===== src/rtl/irqc_pkg.sv =====
// Package: shared register addresses and the secondary-group mapping.
// Assumes exactly four secondary groups, three lines each except the last.
package irqc_pkg;

    localparam int ADDR_W  = 3;
    localparam int DATA_W  = 32;
    localparam int NUM_GRP = 4;

    typedef enum logic [ADDR_W-1:0] {
        A_SRCPEND = 3'd0,
        A_MAINMSK = 3'd1,
        A_WINNER  = 3'd2,
        A_INDEX   = 3'd3,
        A_SUBPEND = 3'd4,
        A_SUBMSK  = 3'd5
    } reg_addr_e;

    // Group that a secondary line belongs to: three lines per group, last group takes the rest.
    function automatic int sub_group(input int idx);
        int g;
        g = idx / 3;
        if (g > NUM_GRP - 1) g = NUM_GRP - 1;
        return g;
    endfunction

endpackage


===== src/rtl/irqc_regif.sv =====
// Register interface: turns bus writes into per-register strobes and
// clear vectors, and builds the combinational read data.
// Assumes one write per cycle and that bus_we is a single-cycle strobe.
module irqc_regif
    import irqc_pkg::*;
#(
    parameter int NUM_SRC = 32,
    parameter int NUM_SUB = 11,
    localparam int IDX_W  = $clog2(NUM_SRC)
) (
    input  logic [ADDR_W-1:0]  bus_addr,
    input  logic               bus_we,
    input  logic [DATA_W-1:0]  bus_wdata,
    output logic [DATA_W-1:0]  bus_rdata,
    output logic [NUM_SRC-1:0] srcpend_clr,
    output logic               mainmsk_we,
    output logic [NUM_SRC-1:0] winner_clr,
    output logic [NUM_SUB-1:0] subpend_clr,
    output logic               submsk_we,
    input  logic [NUM_SRC-1:0] srcpend_q,
    input  logic [NUM_SRC-1:0] mainmsk_q,
    input  logic [NUM_SRC-1:0] winner_q,
    input  logic [IDX_W-1:0]   index_q,
    input  logic [NUM_SUB-1:0] subpend_q,
    input  logic [NUM_SUB-1:0] submsk_q
);

    // Write decode: a clear vector is the write data when addressed, else zero.
    always_comb begin
        srcpend_clr = '0;
        winner_clr  = '0;
        subpend_clr = '0;
        mainmsk_we  = 1'b0;
        submsk_we   = 1'b0;
        if (bus_we) begin
            unique case (bus_addr)
                A_SRCPEND: srcpend_clr = bus_wdata[NUM_SRC-1:0];
                A_MAINMSK: mainmsk_we  = 1'b1;
                A_WINNER:  winner_clr  = bus_wdata[NUM_SRC-1:0];
                A_SUBPEND: subpend_clr = bus_wdata[NUM_SUB-1:0];
                A_SUBMSK:  submsk_we   = 1'b1;
                default:   ;
            endcase
        end
    end

    // Read mux: zero-extended register view, zero for unmapped addresses.
    always_comb begin
        bus_rdata = '0;
        unique case (bus_addr)
            A_SRCPEND: bus_rdata[NUM_SRC-1:0] = srcpend_q;
            A_MAINMSK: bus_rdata[NUM_SRC-1:0] = mainmsk_q;
            A_WINNER:  bus_rdata[NUM_SRC-1:0] = winner_q;
            A_INDEX:   bus_rdata[IDX_W-1:0]   = index_q;
            A_SUBPEND: bus_rdata[NUM_SUB-1:0] = subpend_q;
            A_SUBMSK:  bus_rdata[NUM_SUB-1:0] = submsk_q;
            default:   bus_rdata = '0;
        endcase
    end

endmodule


===== src/rtl/irqc_sub_cascade.sv =====
// Secondary layer: latches secondary lines, applies their mask and ORs the
// live bits of each group onto that group's main source position.
// Assumes group target indices are distinct and below NUM_SRC.
module irqc_sub_cascade
    import irqc_pkg::*;
#(
    parameter int NUM_SRC   = 32,
    parameter int NUM_SUB   = 11,
    parameter int GRP0_MAIN = 28,
    parameter int GRP1_MAIN = 23,
    parameter int GRP2_MAIN = 15,
    parameter int GRP3_MAIN = 31
) (
    input  logic               clk,
    input  logic               rst_n,
    input  logic [NUM_SUB-1:0] sub_i,
    input  logic [NUM_SUB-1:0] subpend_clr,
    input  logic               submsk_we,
    input  logic [NUM_SUB-1:0] submsk_wdata,
    output logic [NUM_SUB-1:0] subpend_q,
    output logic [NUM_SUB-1:0] submsk_q,
    output logic [NUM_SRC-1:0] feed_o
);

    localparam int GRP_MAIN [NUM_GRP] = '{GRP0_MAIN, GRP1_MAIN, GRP2_MAIN, GRP3_MAIN};

    logic [NUM_SUB-1:0] live;
    logic [NUM_GRP-1:0] grp_hit;

    // Secondary pending: set by line, cleared by write-one, set wins.
    always_ff @(posedge clk) begin
        if (!rst_n) subpend_q <= '0;
        else        subpend_q <= (subpend_q & ~subpend_clr) | sub_i;
    end

    // Secondary mask: all lines blocked out of reset.
    always_ff @(posedge clk) begin
        if (!rst_n)         submsk_q <= '1;
        else if (submsk_we) submsk_q <= submsk_wdata;
    end

    assign live = subpend_q & ~submsk_q;

    // One OR reduction per group over the lines that belong to it.
    for (genvar g = 0; g < NUM_GRP; g++) begin : g_grp
        logic [NUM_SUB-1:0] sel;
        always_comb begin
            for (int i = 0; i < NUM_SUB; i++) sel[i] = (sub_group(i) == g);
        end
        assign grp_hit[g] = |(live & sel);
    end

    // Place each group result on its main source position.
    always_comb begin
        feed_o = '0;
        for (int g = 0; g < NUM_GRP; g++) feed_o[GRP_MAIN[g]] = grp_hit[g];
    end

    // a pending bit not cleared stays set.
    p_subpend_hold_r9: assert property (@(posedge clk) disable iff (!rst_n)
        ((($past(subpend_q) & ~$past(subpend_clr)) & ~subpend_q) == '0));

    // a line high at an edge is pending after it.
    p_subpend_set_r9: assert property (@(posedge clk) disable iff (!rst_n)
        ((($past(sub_i)) & ~subpend_q) == '0));

endmodule


===== src/rtl/irqc_main_pend.sv =====
// Main pending stage: latches main lines (direct or cascaded) into
// source-pending and holds the main mask. Exposes eligible candidates.
// Assumes the cascaded feed is already merged into line_i.
module irqc_main_pend #(
    parameter int NUM_SRC = 32
) (
    input  logic               clk,
    input  logic               rst_n,
    input  logic [NUM_SRC-1:0] line_i,
    input  logic [NUM_SRC-1:0] srcpend_clr,
    input  logic               mainmsk_we,
    input  logic [NUM_SRC-1:0] mainmsk_wdata,
    output logic [NUM_SRC-1:0] srcpend_q,
    output logic [NUM_SRC-1:0] mainmsk_q,
    output logic [NUM_SRC-1:0] cand_o
);

    // Source pending: line sets, write-one clears, set wins the tie.
    always_ff @(posedge clk) begin
        if (!rst_n) srcpend_q <= '0;
        else        srcpend_q <= (srcpend_q & ~srcpend_clr) | line_i;
    end

    // Main mask: every source blocked out of reset.
    always_ff @(posedge clk) begin
        if (!rst_n)          mainmsk_q <= '1;
        else if (mainmsk_we) mainmsk_q <= mainmsk_wdata;
    end

    assign cand_o = srcpend_q & ~mainmsk_q;

    // a high line is latched regardless of mask.
    p_latch_r2: assert property (@(posedge clk) disable iff (!rst_n)
        (($past(line_i) & ~srcpend_q) == '0));

    // bits not written as one survive the write.
    p_w1c_keep_r3: assert property (@(posedge clk) disable iff (!rst_n)
        ((($past(srcpend_q) & ~$past(srcpend_clr)) & ~srcpend_q) == '0));

endmodule


===== src/rtl/irqc_arbiter.sv =====
// Winner stage: when empty, loads the lowest-index candidate as a one-hot
// value with its index; otherwise applies write-one clears.
// Assumes NUM_SRC is at least 2.
module irqc_arbiter #(
    parameter int NUM_SRC = 32,
    localparam int IDX_W  = $clog2(NUM_SRC)
) (
    input  logic               clk,
    input  logic               rst_n,
    input  logic [NUM_SRC-1:0] cand_i,
    input  logic [NUM_SRC-1:0] winner_clr,
    output logic [NUM_SRC-1:0] winner_q,
    output logic [IDX_W-1:0]   index_q,
    output logic               irq_o
);

    logic             found;
    logic [IDX_W-1:0] low_idx;

    // Priority search: first set candidate bit from index 0 upward.
    always_comb begin
        found   = 1'b0;
        low_idx = '0;
        for (int i = 0; i < NUM_SRC; i++) begin
            if (!found && cand_i[i]) begin
                found   = 1'b1;
                low_idx = IDX_W'(i);
            end
        end
    end

    // Winner and index update: promote when empty, clear on write-one.
    always_ff @(posedge clk) begin
        if (!rst_n) begin
            winner_q <= '0;
            index_q  <= '0;
        end else if (winner_q == '0) begin
            if (found) begin
                winner_q <= NUM_SRC'(1) << low_idx;
                index_q  <= low_idx;
            end
        end else if ((winner_q & ~winner_clr) == '0) begin
            winner_q <= '0;
            index_q  <= '0;
        end
    end

    assign irq_o = (winner_q != '0);

    // never more than one winner bit.
    p_onehot_r6: assert property (@(posedge clk) disable iff (!rst_n)
        $onehot0(winner_q));

    // the index names the set winner bit.
    p_index_match_r6: assert property (@(posedge clk) disable iff (!rst_n)
        (winner_q != '0) |-> winner_q[index_q]);

    // a promotion picks the lowest candidate of the previous cycle.
    p_lowest_r6: assert property (@(posedge clk) disable iff (!rst_n)
        ($past(winner_q) == '0 && $past(cand_i) != '0) |->
        (winner_q == ($past(cand_i) & (~$past(cand_i) + NUM_SRC'(1)))));

    // a held winner without a clear is stable.
    p_hold_r7: assert property (@(posedge clk) disable iff (!rst_n)
        ($past(winner_q) != '0 && ($past(winner_q) & $past(winner_clr)) == '0)
        |-> (winner_q == $past(winner_q)));

endmodule


===== src/rtl/irqc_cascade.sv =====
// Top: cascaded interrupt controller. Secondary groups are ORed into main
// lines, main lines latch into source-pending, one winner drives irq_o.
// Assumes NUM_SRC <= 32 (bus width) and group targets below NUM_SRC.
module irqc_cascade
    import irqc_pkg::*;
#(
    parameter int NUM_SRC   = 32,
    parameter int NUM_SUB   = 11,
    parameter int GRP0_MAIN = 28,
    parameter int GRP1_MAIN = 23,
    parameter int GRP2_MAIN = 15,
    parameter int GRP3_MAIN = 31
) (
    input  logic               clk,
    input  logic               rst_n,
    input  logic [NUM_SRC-1:0] src_i,
    input  logic [NUM_SUB-1:0] sub_i,
    input  logic [ADDR_W-1:0]  bus_addr,
    input  logic               bus_we,
    input  logic [DATA_W-1:0]  bus_wdata,
    output logic [DATA_W-1:0]  bus_rdata,
    output logic               irq_o
);

    localparam int IDX_W = $clog2(NUM_SRC);

    logic [NUM_SRC-1:0] srcpend_clr, winner_clr, srcpend_q, mainmsk_q, winner_q, cand, feed;
    logic [NUM_SUB-1:0] subpend_clr, subpend_q, submsk_q;
    logic               mainmsk_we, submsk_we;
    logic [IDX_W-1:0]   index_q;

    irqc_regif #(.NUM_SRC(NUM_SRC), .NUM_SUB(NUM_SUB)) u_regif (
        .bus_addr(bus_addr), .bus_we(bus_we), .bus_wdata(bus_wdata), .bus_rdata(bus_rdata),
        .srcpend_clr(srcpend_clr), .mainmsk_we(mainmsk_we), .winner_clr(winner_clr),
        .subpend_clr(subpend_clr), .submsk_we(submsk_we),
        .srcpend_q(srcpend_q), .mainmsk_q(mainmsk_q), .winner_q(winner_q),
        .index_q(index_q), .subpend_q(subpend_q), .submsk_q(submsk_q)
    );

    irqc_sub_cascade #(
        .NUM_SRC(NUM_SRC), .NUM_SUB(NUM_SUB),
        .GRP0_MAIN(GRP0_MAIN), .GRP1_MAIN(GRP1_MAIN),
        .GRP2_MAIN(GRP2_MAIN), .GRP3_MAIN(GRP3_MAIN)
    ) u_sub (
        .clk(clk), .rst_n(rst_n), .sub_i(sub_i), .subpend_clr(subpend_clr),
        .submsk_we(submsk_we), .submsk_wdata(bus_wdata[NUM_SUB-1:0]),
        .subpend_q(subpend_q), .submsk_q(submsk_q), .feed_o(feed)
    );

    irqc_main_pend #(.NUM_SRC(NUM_SRC)) u_main (
        .clk(clk), .rst_n(rst_n), .line_i(src_i | feed), .srcpend_clr(srcpend_clr),
        .mainmsk_we(mainmsk_we), .mainmsk_wdata(bus_wdata[NUM_SRC-1:0]),
        .srcpend_q(srcpend_q), .mainmsk_q(mainmsk_q), .cand_o(cand)
    );

    irqc_arbiter #(.NUM_SRC(NUM_SRC)) u_arb (
        .clk(clk), .rst_n(rst_n), .cand_i(cand), .winner_clr(winner_clr),
        .winner_q(winner_q), .index_q(index_q), .irq_o(irq_o)
    );

    // a masked source never becomes the winner.
    p_masked_never_r5: assert property (@(posedge clk) disable iff (!rst_n)
        ($past(winner_q) == '0) |-> ((winner_q & $past(mainmsk_q)) == '0));

    // the request line follows the winner register.
    p_irq_r8: assert property (@(posedge clk) disable iff (!rst_n)
        irq_o == (winner_q != '0));

    // a live secondary bit in group 1 reaches its main source.
    p_feed_grp1_r10: assert property (@(posedge clk) disable iff (!rst_n)
        ((|($past(subpend_q[5:3]) & ~$past(submsk_q[5:3]))) |-> srcpend_q[GRP1_MAIN]));

endmodule


===== config.mk =====
export PLATFORM = sky130hd
export DESIGN_NAME = irqc_cascade
export DESIGN_NICKNAME = d
export VERILOG_FILES = /design/src/rtl/irqc_pkg.sv /design/src/rtl/irqc_regif.sv /design/src/rtl/irqc_sub_cascade.sv /design/src/rtl/irqc_main_pend.sv /design/src/rtl/irqc_arbiter.sv /design/src/rtl/irqc_cascade.sv
export SDC_FILE = /design/constraint.sdc
export NUM_CORES = 1
export LEC_CHECK = 0
export ABC_CLOCK_PERIOD_IN_PS = 8520
export BUFFER_PORTS_ARGS = -buffer_cell sky130_fd_sc_hd__buf_2
export CAP_MARGIN = 20
export CORE_ASPECT_RATIO = 1.4
export CORE_MARGIN = 2
export CORE_UTILIZATION = 35
export DETAILED_ROUTE_END_ITERATION = 8
export PLACE_DENSITY = 0.56
export SLEW_MARGIN = 10
export SYNTH_ARGS = -nofsm -noshare
export SYNTH_HDL_FRONTEND = slang
export SYNTH_SLANG_ARGS = --single-unit

===== constraint.sdc =====
create_clock -name clk -period 8.52 [get_ports clk]
set_input_delay 0.426 -clock clk [delete_from_list [all_inputs] [get_ports clk]]
set_output_delay 0.426 -clock clk [all_outputs]
set_load 0.03 [all_outputs]

==> run metrics <==
DRC errors left=0; # diodes=0; Peak VDD IR=0.000130 V; std cell rows=58; PostCTS Resize Cnt=0; Unique masters post-synth=57; PortBufs=113; Hold Startpoint=sub_i[7]; Initial Utilization=0.354; Worst Setup Path Type=input pin to flop; FMAX=306 MHz; GR Overflow Total=0; Power Dens Cells=220 nW/um2; initial antenna violation count=0; final max-slew violation count=0; Tot GR Track Use=0.239; crit end category=flop; register area share after synthesis=0.389; Syn Area/Cell=7.56 um2; Tmin final=3270 ps; Die Span Y=163 um; flop-to-flop setup slack=5310 ps; vias in the first global route=6214; required time of the worst setup path=8770 ps; skew final=10.2 ps; share of the core filled with cells=0.432; syn_nets=917; worst skew pair latency=430 ps; Synth Flop Type=dfxtp_1; P_leak=3.36 nW; die area=19200 um2; root buf cell=clkbuf_16; status=complete, no violations; Synth async-reset ratio=0; reg2reg end=u_arb.winner_q[23]$_SDFFE_PN0P_; Cells after Synth=836; RSZ-0062 raised after global routing=false; DP HPWL=16.6 mm; H-Tree Depth=4; final hold violation count=0; Setup TNS=0 ps; Worst-path clk slew=60 ps; most frequent cells in the layout=135 x nand2_1, 123 x dfxtp_1, 114 x buf_2; area of the mapped netlist=6320 um2; commonest non-fill, non-tap cell in the layout=nand2_1; ANT nets after route=0; largest net degree at the start of global routing=49; Horiz. Die Dim=118 um; crit path max fanout=44; final net count=1013; vias per inst=5.48; drt pass-1 iters=5; routed wire length=23.0 mm; Initial DRC Count=496; MaxCap Viol Count=0; CTS tree=yes; FF+latch count, synth=123; GP Congestion=0.953; Worst Setup Start Kind=input pin; Sinks on Clock Net=123; Post-synth EDFFs=0; first-pass GRT wire length=35.4 mm; r2r startpoint=u_main.mainmsk_q[14]$_SDFFE_PN1P_; endpoints failing setup=0; hold path cells=3; Final period util=0.384; Hold EP=u_sub.subpend_q[7]$_SDFF_PN0_; Worst Tran Pin Value=1070 ps; worst r2r path cells=8; TritonCTS buffer count=17; share of layout cells above drive strength 1=0.174; Total Power=0.00170 W; WL/cell=19.4 um; setup repair bufs after CTS=0; number of hold buffers added after cts=0; worst-case clock buffer depth=2; Syn-to-layout area delta=22.1%; Synth Warn #=0; core area=17900 um2; Boundary Pins=114; DR vias=6494; worst min path class=input pin to flop; Worst EP arrival=3520 ps; max_slew headroom=0.285
## kinds of logic (layout without fill, tap and decap cells)
family          count (synthesis)  count (layout)  share of synthesized area
buf+inv                        88             196                     0.0530
simple gates                  392             392                      0.289
compound gates                196             196                      0.208
flops                         123             123                      0.389
mux                            37              37                     0.0607
## per-layer routing
| layer | part of all wire | wire (um) | vias to the layer above | GRT usage |
|---|---|---|---|---|
| li1 | - | - | 3116 | - |
| met3 | 0.051 | 1180 | 33 | 0.0429 |
| met4 | 0.023 | 518 | 0 | 0.0827 |
| met1 | 0.42 | 9550 | 3127 | 0.287 |
| met2 | 0.51 | 11700 | 218 | 0.430 |
| met5 | 0 | 0 | - | 0 |
## through the flow
stage / setup WS, ps / hold WS (ps) / instance area (um2) / std cells
floorplan: 5780 / 432 / 6320 / 836
global placement: 4900 / 466 / 7080 / 1150
detailed placement: 4860 / 459 / 7120 / 1153
CTS: 5310 / 193 / 7720 / 1184
global route: 5030 / 206 / 7720 / 1184
finish: 5250 / 197 / 7720 / 1184
## flip-flops by register name (all words and copies together) (netlist names)
name              flops
u_main.mainmsk_q     32
u_sub.submsk_q       11
u_sub.subpend_q      11
u_main.srcpend_q     32
u_arb.winner_q       32
u_arb.index_q         5
## report_power, final
group          internal [W]  switching [W]
Clock              0.000480       0.000265
Sequential         0.000607      0.0000295
Combinational      0.000111       0.000203
Total               0.00120       0.000497
## cells in the mapped netlist, types with 8 or more instances
| master | count | area share |
|---|---|---|
| a22o_1 | 24 | 0.033 |
| inv_1 | 41 | 0.024 |
| nand2b_1 | 24 | 0.024 |
| a21oi_1 | 80 | 0.063 |
| mux2i_1 | 35 | 0.055 |
| nor2b_1 | 28 | 0.028 |
| o2bb2ai_1 | 8 | 0.011 |
| dfxtp_1 | 123 | 0.39 |
| o22ai_1 | 21 | 0.021 |
| nand3_1 | 41 | 0.032 |
| o21ai_0 | 10 | 0.0079 |
| clkbuf_1 | 36 | 0.021 |
| nand2_1 | 135 | 0.080 |
| o211ai_1 | 13 | 0.015 |
| nor2_1 | 113 | 0.067 |
| nor4_1 | 12 | 0.012 |
## critical path, stage by stage
cell and delay [ps]:
buf_2 710, inv_1 450, nor2_2 200, buf_4 340, nand3b_1 690, buf_4 500, nand2_1 100, o211ai_1 90
## cell type report
type / count / area, um2
sequential: 123 / 2460
fill: 1929 / 10100
clock inverter: 7 / 114
inverter: 41 / 154
multi-input combinational: 625 / 3540
tap: 240 / 300
timing repair buffer: 124 / 666
clock buffer: 24 / 482
## how the worst max path moves through the flow
stage | startpoint | to | cells after the start
finish | bus_addr[0] | u_main.mainmsk_q[12]$_SDFFE_PN1P_ | 8
global route | bus_addr[0] | u_main.mainmsk_q[12]$_SDFFE_PN1P_ | 8
CTS | bus_addr[0] | u_main.mainmsk_q[12]$_SDFFE_PN1P_ | 8
detailed placement | bus_addr[0] | u_main.mainmsk_q[12]$_SDFFE_PN1P_ | 8
global placement | bus_addr[0] | u_main.mainmsk_q[16]$_SDFFE_PN1P_ | 8
floorplan | u_main.srcpend_q[18]$_SDFF_PN0_ | u_arb.winner_q[24]$_SDFFE_PN0P_ | 9
Note: power is estimated with default switching activity, not from simulation.
